==> config.mk <==
export PLATFORM = sky130hd
export DESIGN_NAME = dual_cmp_timer
export DESIGN_NICKNAME = d
export VERILOG_FILES = /design/src/rtl/dct_pkg.sv /design/src/rtl/dct_rst_sync.sv /design/src/rtl/dct_regs.sv /design/src/rtl/dct_compare.sv /design/src/rtl/dct_counter.sv /design/src/rtl/dct_flags.sv /design/src/rtl/dual_cmp_timer.sv
export SDC_FILE = /design/constraint.sdc
export NUM_CORES = 1
export LEC_CHECK = 0
export ABC_AREA = 1
export BUFFER_PORTS_ARGS = -buffer_cell sky130_fd_sc_hd__buf_2
export CAP_MARGIN = 20
export CORE_AREA = 5 5 88 90
export DETAILED_ROUTE_END_ITERATION = 7
export DIE_AREA = 0 0 93 95
export PLACE_DENSITY = 0.82
export SLEW_MARGIN = 20
export SYNTH_ARGS = -nofsm -noshare
export SYNTH_HDL_FRONTEND = slang
export SYNTH_SLANG_ARGS = --single-unit
==> constraint.sdc <==
create_clock -name clk -period 1.8 [get_ports clk]
set_clock_uncertainty 0.2 [all_clocks]
set_input_delay 0.27 -clock clk [delete_from_list [all_inputs] [get_ports clk]]
set_output_delay 0.27 -clock clk [all_outputs]
set_load 0.02 [all_outputs]
==> src/rtl/dct_pkg.sv <==
package dct_pkg;
  localparam int NFLAG   = 3;
  localparam int FLG_OVF = 0;
  localparam int FLG_MA  = 1;
  localparam int FLG_MB  = 2;
  localparam int NCMP    = 2;

  localparam int REG_CTRL = 0;
  localparam int REG_CMPA = 1;
  localparam int REG_CMPB = 2;
  localparam int REG_FLAG = 3;
  localparam int REG_IEN  = 4;
  localparam int REG_CNT  = 5;

  typedef enum logic [1:0] {
    CLR_NONE = 2'b00,
    CLR_ON_A = 2'b01,
    CLR_ON_B = 2'b10,
    CLR_RSVD = 2'b11
  } clr_sel_e;
endpackage

==> src/rtl/dct_rst_sync.sv <==
module dct_rst_sync (
  input  logic clk,
  input  logic rst_n,
  output logic rst_sync_n
);
  logic [1:0] sync_q;

  always_ff @(posedge clk or negedge rst_n) begin
    if (!rst_n) sync_q <= '0;
    else        sync_q <= {sync_q[0], 1'b1};
  end

  assign rst_sync_n = sync_q[1];
endmodule

==> src/rtl/dct_regs.sv <==
module dct_regs
  import dct_pkg::*;
#(
  parameter int CNT_W = 16,
  parameter int AW    = 3
) (
  input  logic                        clk,
  input  logic                        rst_n,
  input  logic                        wr_en,
  input  logic [AW-1:0]               wr_addr,
  input  logic [CNT_W-1:0]            wr_data,
  output logic                        run,
  output clr_sel_e                    clr_sel,
  output logic [NCMP-1:0][CNT_W-1:0]  cmp,
  output logic [NFLAG-1:0]            ien,
  output logic                        load,
  output logic [CNT_W-1:0]            load_val,
  output logic                        flag_wr,
  output logic [NFLAG-1:0]            flag_wdata
);
  logic                       ctrl_we, ien_we;
  logic [NCMP-1:0]            cmp_we;
  logic                       run_q, run_d;
  clr_sel_e                   sel_q, sel_d;
  logic [NCMP-1:0][CNT_W-1:0] cmp_q, cmp_d;
  logic [NFLAG-1:0]           ien_q, ien_d;

  always_comb begin
    ctrl_we   = wr_en && (wr_addr == AW'(REG_CTRL));
    ien_we    = wr_en && (wr_addr == AW'(REG_IEN));
    cmp_we[0] = wr_en && (wr_addr == AW'(REG_CMPA));
    cmp_we[1] = wr_en && (wr_addr == AW'(REG_CMPB));
    run_d = wr_data[0];
    sel_d = clr_sel_e'(wr_data[2:1]);
    ien_d = wr_data[NFLAG-1:0];
  end

  always_ff @(posedge clk or negedge rst_n) begin
    if (!rst_n) begin
      run_q <= 1'b0;
      sel_q <= CLR_NONE;
    end else if (ctrl_we) begin
      run_q <= run_d;
      sel_q <= sel_d;
    end
  end

  always_ff @(posedge clk or negedge rst_n) begin
    if (!rst_n)      ien_q <= '0;
    else if (ien_we) ien_q <= ien_d;
  end

  for (genvar g = 0; g < NCMP; g++) begin : g_cmp
    assign cmp_d[g] = wr_data;
    always_ff @(posedge clk or negedge rst_n) begin
      if (!rst_n)         cmp_q[g] <= '0;
      else if (cmp_we[g]) cmp_q[g] <= cmp_d[g];
    end
  end

  assign run        = run_q;
  assign clr_sel    = sel_q;
  assign cmp        = cmp_q;
  assign ien        = ien_q;
  assign load       = wr_en && (wr_addr == AW'(REG_CNT));
  assign load_val   = wr_data;
  assign flag_wr    = wr_en && (wr_addr == AW'(REG_FLAG));
  assign flag_wdata = wr_data[NFLAG-1:0];

  p_ctrl_wr_r2: assert property (@(posedge clk) disable iff (!rst_n)
    ctrl_we |=> (run == $past(wr_data[0])));
endmodule

==> src/rtl/dct_compare.sv <==
module dct_compare
  import dct_pkg::*;
#(
  parameter int CNT_W = 16
) (
  input  logic                        clk,
  input  logic                        rst_n,
  input  logic                        active,
  input  clr_sel_e                    clr_sel,
  input  logic [CNT_W-1:0]            cnt,
  input  logic [NCMP-1:0][CNT_W-1:0]  cmp,
  output logic [NCMP-1:0]             match,
  output logic                        clr_hit
);
  logic [NCMP-1:0] eq;

  for (genvar g = 0; g < NCMP; g++) begin : g_eq
    assign eq[g]    = (cnt == cmp[g]);
    assign match[g] = active && eq[g];
  end

  always_comb begin
    unique case (clr_sel)
      CLR_ON_A: clr_hit = eq[0];
      CLR_ON_B: clr_hit = eq[1];
      default:  clr_hit = 1'b0;
    endcase
  end

  p_free_no_clr_r7: assert property (@(posedge clk) disable iff (!rst_n)
    (clr_sel == CLR_NONE || clr_sel == CLR_RSVD) |-> !clr_hit);
  p_b_mode_ignores_a_r6: assert property (@(posedge clk) disable iff (!rst_n)
    (clr_sel == CLR_ON_B && cnt != cmp[1]) |-> !clr_hit);
endmodule

==> src/rtl/dct_counter.sv <==
module dct_counter #(
  parameter int CNT_W = 16
) (
  input  logic             clk,
  input  logic             rst_n,
  input  logic             run,
  input  logic             clr_hit,
  input  logic             load,
  input  logic [CNT_W-1:0] load_val,
  output logic [CNT_W-1:0] cnt,
  output logic             wrap
);
  localparam logic [CNT_W-1:0] CNT_MAX = '1;

  logic [CNT_W-1:0] cnt_q, cnt_d;
  logic             cnt_en;

  always_comb begin
    cnt_d  = cnt_q;
    wrap   = 1'b0;
    cnt_en = load || run;
    if (load) begin
      cnt_d = load_val;
    end else if (run) begin
      if (clr_hit) begin
        cnt_d = '0;
      end else begin
        cnt_d = cnt_q + CNT_W'(1);
        wrap  = (cnt_q == CNT_MAX);
      end
    end
  end

  always_ff @(posedge clk or negedge rst_n) begin
    if (!rst_n)      cnt_q <= '0;
    else if (cnt_en) cnt_q <= cnt_d;
  end

  assign cnt = cnt_q;

  p_hold_r2: assert property (@(posedge clk) disable iff (!rst_n)
    (!run && !load) |=> $stable(cnt_q));
  p_step_r2: assert property (@(posedge clk) disable iff (!rst_n)
    (run && !load && !clr_hit) |=> (cnt_q == $past(cnt_q) + CNT_W'(1)));
  p_clear_r5: assert property (@(posedge clk) disable iff (!rst_n)
    (run && !load && clr_hit) |=> (cnt_q == '0));
  p_load_r10: assert property (@(posedge clk) disable iff (!rst_n)
    load |=> (cnt_q == $past(load_val)));
endmodule

==> src/rtl/dct_flags.sv <==
module dct_flags
  import dct_pkg::*;
(
  input  logic             clk,
  input  logic             rst_n,
  input  logic [NFLAG-1:0] evt,
  input  logic             flag_wr,
  input  logic [NFLAG-1:0] flag_wdata,
  input  logic [NFLAG-1:0] ien,
  output logic [NFLAG-1:0] flags,
  output logic             irq
);
  logic [NFLAG-1:0] flg_q, flg_d, flg_en, clr_req;

  for (genvar g = 0; g < NFLAG; g++) begin : g_flag
    always_comb begin
      clr_req[g] = flag_wr && !flag_wdata[g];
      flg_en[g]  = evt[g] || clr_req[g];
      flg_d[g]   = evt[g];
    end

    always_ff @(posedge clk or negedge rst_n) begin
      if (!rst_n)         flg_q[g] <= 1'b0;
      else if (flg_en[g]) flg_q[g] <= flg_d[g];
    end

    p_set_wins_r8: assert property (@(posedge clk) disable iff (!rst_n)
      evt[g] |=> flg_q[g]);
    p_sticky_r8: assert property (@(posedge clk) disable iff (!rst_n)
      (flg_q[g] && !clr_req[g]) |=> flg_q[g]);
    p_clr_r8: assert property (@(posedge clk) disable iff (!rst_n)
      (clr_req[g] && !evt[g]) |=> !flg_q[g]);
  end

  assign flags = flg_q;
  assign irq   = |(flg_q & ien);
endmodule

==> src/rtl/dual_cmp_timer.sv <==
module dual_cmp_timer
  import dct_pkg::*;
#(
  parameter int CNT_W = 16,
  parameter int AW    = 3
) (
  input  logic             clk,
  input  logic             rst_n,
  input  logic             wr_en,
  input  logic [AW-1:0]    wr_addr,
  input  logic [CNT_W-1:0] wr_data,
  output logic [CNT_W-1:0] count,
  output logic [NFLAG-1:0] flags,
  output logic             irq
);
  logic                       rst_i_n;
  logic                       run, load, flag_wr, clr_hit, wrap, active;
  clr_sel_e                   clr_sel;
  logic [NCMP-1:0][CNT_W-1:0] cmp;
  logic [NCMP-1:0]            match;
  logic [NFLAG-1:0]           ien, flag_wdata, evt;
  logic [CNT_W-1:0]           load_val, cnt;

  dct_rst_sync u_rst (
    .clk        (clk),
    .rst_n      (rst_n),
    .rst_sync_n (rst_i_n)
  );

  dct_regs #(.CNT_W(CNT_W), .AW(AW)) u_regs (
    .clk        (clk),
    .rst_n      (rst_i_n),
    .wr_en      (wr_en),
    .wr_addr    (wr_addr),
    .wr_data    (wr_data),
    .run        (run),
    .clr_sel    (clr_sel),
    .cmp        (cmp),
    .ien        (ien),
    .load       (load),
    .load_val   (load_val),
    .flag_wr    (flag_wr),
    .flag_wdata (flag_wdata)
  );

  assign active = run && !load;

  dct_compare #(.CNT_W(CNT_W)) u_cmp (
    .clk     (clk),
    .rst_n   (rst_i_n),
    .active  (active),
    .clr_sel (clr_sel),
    .cnt     (cnt),
    .cmp     (cmp),
    .match   (match),
    .clr_hit (clr_hit)
  );

  dct_counter #(.CNT_W(CNT_W)) u_cnt (
    .clk      (clk),
    .rst_n    (rst_i_n),
    .run      (run),
    .clr_hit  (clr_hit),
    .load     (load),
    .load_val (load_val),
    .cnt      (cnt),
    .wrap     (wrap)
  );

  always_comb begin
    evt          = '0;
    evt[FLG_OVF] = wrap;
    evt[FLG_MA]  = match[0];
    evt[FLG_MB]  = match[1];
  end

  dct_flags u_flags (
    .clk        (clk),
    .rst_n      (rst_i_n),
    .evt        (evt),
    .flag_wr    (flag_wr),
    .flag_wdata (flag_wdata),
    .ien        (ien),
    .flags      (flags),
    .irq        (irq)
  );

  assign count = cnt;

  p_wrap_ovf_r3: assert property (@(posedge clk) disable iff (!rst_i_n)
    wrap |=> (count == '0 && flags[FLG_OVF]));
endmodule

## Yosys cells after proc, flatten, opt, wreduce, memory -nomap -nowiden

Index checks and enable logic that the tools add are counted.

- RAM bits: 0
- Output and inout bits: 20
- Input port bits: 22
- Memories: 0
- Latch bits: 0
- Flip-flop bits (word level): 59
- ROM bits: 0

- Add/subtract/negate cells: 1
- $lt $le $gt $ge: 0
- Shift-type cells: 0
- Multiply operators: 0
- Div/mod/pow operators: 0
- Bitwise logic cells: 1
- Mux-type cells: 7
- Reduce and logical (&&, ||, !) cells: 24
- Eq/ne operators: 10

Operators with widths:

| operator | count |
|---|---|
| 16-bit two-way mux | 3 |
| 16-bit == test | 2 |
| 16-bit by 1-bit adder with 16-bit output, second input constant | 1 |
| 16-bit == test, second input constant | 1 |
| 1-bit logical AND | 12 |
| 3-bit by 2-bit == test with 1-bit output, second input constant | 2 |
| 3-bit == test, second input constant | 2 |
| 1-bit zero test | 4 |
| 1-bit logical OR | 4 |
| 3-bit bitwise AND | 1 |
| 3-bit by 1-bit == test with 1-bit output, second input constant | 1 |
| 3-bit zero test | 1 |
| 1-bit two-way mux | 3 |
| 3-bit OR reduction | 1 |
| 2-bit by 1-bit == test with 1-bit output, second input constant | 1 |
| 2-bit == test, second input constant | 1 |
| 1-bit case mux with 2 select lines | 1 |
| 2-bit AND reduction | 1 |
| 2-bit nonzero test | 1 |

## Depth between registers and ports, before layout

- Depth in word-level cells: 6
- Gate-level depth with buffers: 12

## By module

From an unflattened synthesis, not the netlist that was laid out.

- Cells, all modules: 527
- Area, all modules: 3698.5 sq um

Modules (own cells, without submodules):

| module | area an instance (sq um) | instances | cells each |
|---|---|---|---|
| dct_regs | 1725.4 | 1 | 195 |
| dct_counter | 1106.1 | 1 | 149 |
| dct_compare | 655.6 | 1 | 156 |
| dct_flags | 147.6 | 1 | 22 |
| dct_rst_sync | 53.8 | 1 | 3 |
| dual_cmp_timer | 10.0 | 1 | 2 |

## Worst setup path before layout

No wires, ideal clock.

- Kind: register to register
- Start point: reg u_cnt.cnt_q[0], in the netlist u_cnt.cnt[0]
- End point: reg u_cnt.cnt_q[14], in the netlist u_cnt.cnt[14]
- Setup slack: -0.047 ns
- Buffers on the path: 0
- Setup time: 0.116 ns
- Data arrival time: 1.531 ns
- Data required time: 1.484 ns
- Stages on the path, launching flop included: 11
- Clock period less this slack: 1.847 ns
- Cell sequence: dfrtp_1 ha_1 nand2_1 nor2_1 nand2_1 o21ai_2 o21ai_0 o21ai_0 inv_1 nand2_1 nand2_1

- Longest elaborated chain between the ends: 5
- Elaborated cells between the ends (all ways): 7
- Those cells by class: 1 x add/sub; 2 x eq/ne; 4 x mux

Ends and longest elaborated chain:

| item | RTL line | RTL |
|---|---|---|
| start, declared | dct_counter.sv:15 | `logic [CNT_W-1:0] cnt_q, cnt_d;` |
| start signal, assigned | dct_counter.sv:36 | `else if (cnt_en) cnt_q <= cnt_d;` |
| parallel branches: the longest is 2 deep, another holds 16-bit by 1-bit adder with 16-bit output | -- |  |
| 16-bit two-way mux (*) | dct_counter.sv:25 | `if (clr_hit) begin` |
| 16-bit two-way mux (*) | dct_counter.sv:24 | `end else if (run) begin` |
| 16-bit two-way mux (*) | dct_counter.sv:22 | `if (load) begin` |

Every way passes the cells marked *. The select of a mux whose other input is x is not followed.
A chain may end at the register's enable or synchronous reset.

## Worst setup path after layout

- Start point: reg u_cnt.cnt_q[4], in the netlist u_cnt.cnt[4]
- End point: reg u_cnt.cnt_q[15], in the netlist u_cnt.cnt[15]

The elaborated chain is that of the path after synthesis.

==> metrics.csv <==
metric,value,unit
status,finished clean,
p_total,5630,uW
synth_compound_area_frac,0.111,
vias,3239,
drt_iter0_markers,229,
cts.sink_count,59,
synthSimpleGateAreaFrac,0.299,
cts_buffers,9,
avgViaCountPerCell,4.95,
wl_per_cell,12.7,um
worst_slack,0.0207,ns
clk_path_buf_depth,2,
core,6980,um2
io_buffers,41,
wl_met2,4.04,mm
wl_met3,488,um
grt_max_degree,58,
peakVddDrop,0.707,mV
max-cap-violations,0,
antenna_found_initial,0,
clock_latency,0.34,ns
place_ws,-0.0606,ns
hold_ws,0.0261,ns
synth_fp_nets,517,
ys_top_cells_by_area,"dfrtp_1 (44%), nand2_1 (22%), inv_1 (9.4%)",
nFillCells,646,
synthXorXnorAreaFrac,0.0209,
syn_area,3350,um2
gp_congestion,0.923,
grt_pass1_vias,3126,
start_kind,flop,
drive_gt1_frac,0.232,
slew_violations,0,
synth_cell_types,24,
grt-ovfl-total,0,
yosysTopAreaCell,dfrtp_1,
grt.total_usage,0.198,
syn_avg_cell_area,6.81,um2
finalHoldViolCount,0,
die_w,93,um
root_buffer,clkbuf_8,
p_per_area,1360,nW/um2
route.detailed.drc,0,
synthMuxAreaShare,0,
fin_area,4150,um2
antennaDiodeCount,0,
syn_to_final_growth,23.9,%
seq_area_frac_synth,0.441,
htree_levels,3,
io_pins,42,
clk_pin_slew_worst_paths,0.06,ns
worstPathCellList,xor2_1 > nor2_2 > nand2_1 > nor2_2 > nand3_2 > nand2_4 > nand2_8 > nand2_2 > nand2_1,
synthCells,492,
synth_top_family_by_area,simple AND/OR/NAND/NOR gates,
p_leak,0.00229,uW
crit_type,reg2reg,
fp.dieH,95,um
cp_data_required_time,1.83,ns
fin_crit,1.78,ns
cp-end-kind,flop,
dpl_cell_area,3760,um2
rsz0062_at_grt,yes,
yosysTopAreaCellShare,0.441,
wl_met1,3.56,mm
firstDrtPassIters,4,
wirelength,8.31,mm
setup_viol,0,
crit_arrival,1.81,ns
dp_hpwl,5.77,mm
cts_tree,done,
ys_ff_latch,59,
crit_family,simple AND/OR/NAND/NOR gates,
crit_buf_inv,0,
ant_nets,0,
topRoutingLayerUsed,met4,
critPathSlowestCell,dfrtp_1,
die-area,8840,um2
yosysWarnings,0,
hold_class,in2async,
initial_core_util,0.480,
slowest_delay,0.42,ns
max_freq,562,MHz
grt_pass1_wl,13.7,mm
period_share,0.988,
synthAdderAreaFrac,0.0112,
num-nets-final,593,
critical_path.max_fanout,9,
rows,31,
## cell type report
cell class,count,area (um2),share of cell area
Timing Repair Buffer,75,480,0.116
Multi-Input combinational cell,334,1570,0.379
Sequential cell,59,1490,0.358
Tap cell,82,103,0.0247
Inverter,89,334,0.0805
Clock buffer,14,163,0.0392
Clock inverter,2,10.0,0.00241
## worst register-to-register path, cell delays in order, from the launching register on
cell	delay [ns]
dfrtp_1	0.42
xor2_1	0.18
nor2_2	0.12
nand2_1	0.09
nor2_2	0.17
nand3_2	0.12
nand2_4	0.13
nand2_8	0.10
nand2_2	0.08
nand2_1	0.06
## per-layer routing
metal  vias to the layer above  global-route usage
li1                       1648                   -
met2                        82               0.339
met5                         -                   0
met1                      1487               0.236
met3                        22              0.0518
met4                         0              0.0794
## where the power goes
group | leakage (uW) | internal (uW) | switching [uW]
logic | 0.00146 | 1010 | 1460
clock network | 0.0000905 | 572 | 511
registers | 0.000737 | 1680 | 394
total | 0.00229 | 3260 | 2360
## placed cells by master (no fill, tap or decap), types with 2 or more instances in the layout
master / instances
nand2_4: 2
nand2_1: 183
nand3_1: 10
dfrtp_1: 51
inv_1: 80
nand2_2: 11
a21oi_1: 6
xor2_1: 8
nor2_1: 28
nor2_2: 9
nand3_2: 3
clkbuf_8: 11
clkinv_2: 2
buf_2: 41
dfrtp_2: 8
o22ai_1: 15
dlygate4sd3_1: 3
clkbuf_1: 3
o21ai_0: 46
buf_4: 30
ha_1: 2
inv_2: 9
## repair_timing
| item | CTS | global route |
|---|---|---|
| gates cloned | 0 | 1 |
| resized for setup | 9 | 24 |
| setup endpoints to repair | 17 | 17 |
| endpoints found under the hold margin | 4 | 0 |
| hold buffers | 3 | 0 |
| pin swaps | 0 | 9 |
| buffers inserted | 5 | 7 |
## cell families after synthesis
group,after synthesis
AND/OR/NAND/NOR,251
buffers and inverters,100
AO/OA/AOI/OAI,70
flip-flops,59
XOR/XNOR,8
adder cells (fa/ha/maj),3
other,1
## worst paths after layout
path / startpoint / endpoint / slack, ns / depth (start not counted)
min: rst_n / u_rst.sync_q[1] / 0.03 / 2
max reg2reg: u_cnt.cnt[4] / u_cnt.cnt[15] / 0.02 / 9
max: u_cnt.cnt[4] / u_cnt.cnt[15] / 0.02 / 9
min reg2reg: u_rst.sync_q[1] / u_regs.cmp[24] / 0.07 / 1
max in group asynchronous: u_rst.sync_q[1] / u_cnt.cnt[15] / 1.07 / 1
min in group clk: wr_data[3] / u_regs.cmp[3] / 0.03 / 3
## registers in the layout, indices dropped and copies added (netlist names)
register	count
u_regs.cmp	32
u_cnt.cnt	16
u_flags.flags	3
u_regs.ien	3
u_regs.clr_sel	2
u_rst.sync_q	2
u_regs.run	1
## cell usage after synthesis
cell type / n
inv_2: 5
nor3b_1: 1
o22ai_1: 15
o21ai_0: 47
nand3_1: 13
nor2_1: 34
dfrtp_1: 59
nor4_2: 1
nor4_1: 1
nand2_4: 1
xor2_1: 8
conb_1: 1
nor2_2: 3
inv_1: 84
o21ai_2: 1
nand2_2: 2
buf_2: 3
a21oi_1: 7
clkbuf_1: 7
nor3_1: 1
nor2_4: 1
buf_6: 1
nand2_1: 193
ha_1: 3
## stage by stage
stage | TNS (ns) | cells | utilization
2_1_floorplan | 0 | 492 | -
3_3_place_gp | -0.00595 | 623 | 0.539
3_5_place_dp | -0.481 | 623 | 0.539
4_1_cts | 0 | 647 | 0.577
5_1_grt | -1.36 | 655 | 0.594
6_report | 0 | 655 | 0.594
Power figures use the tool's default switching activity.
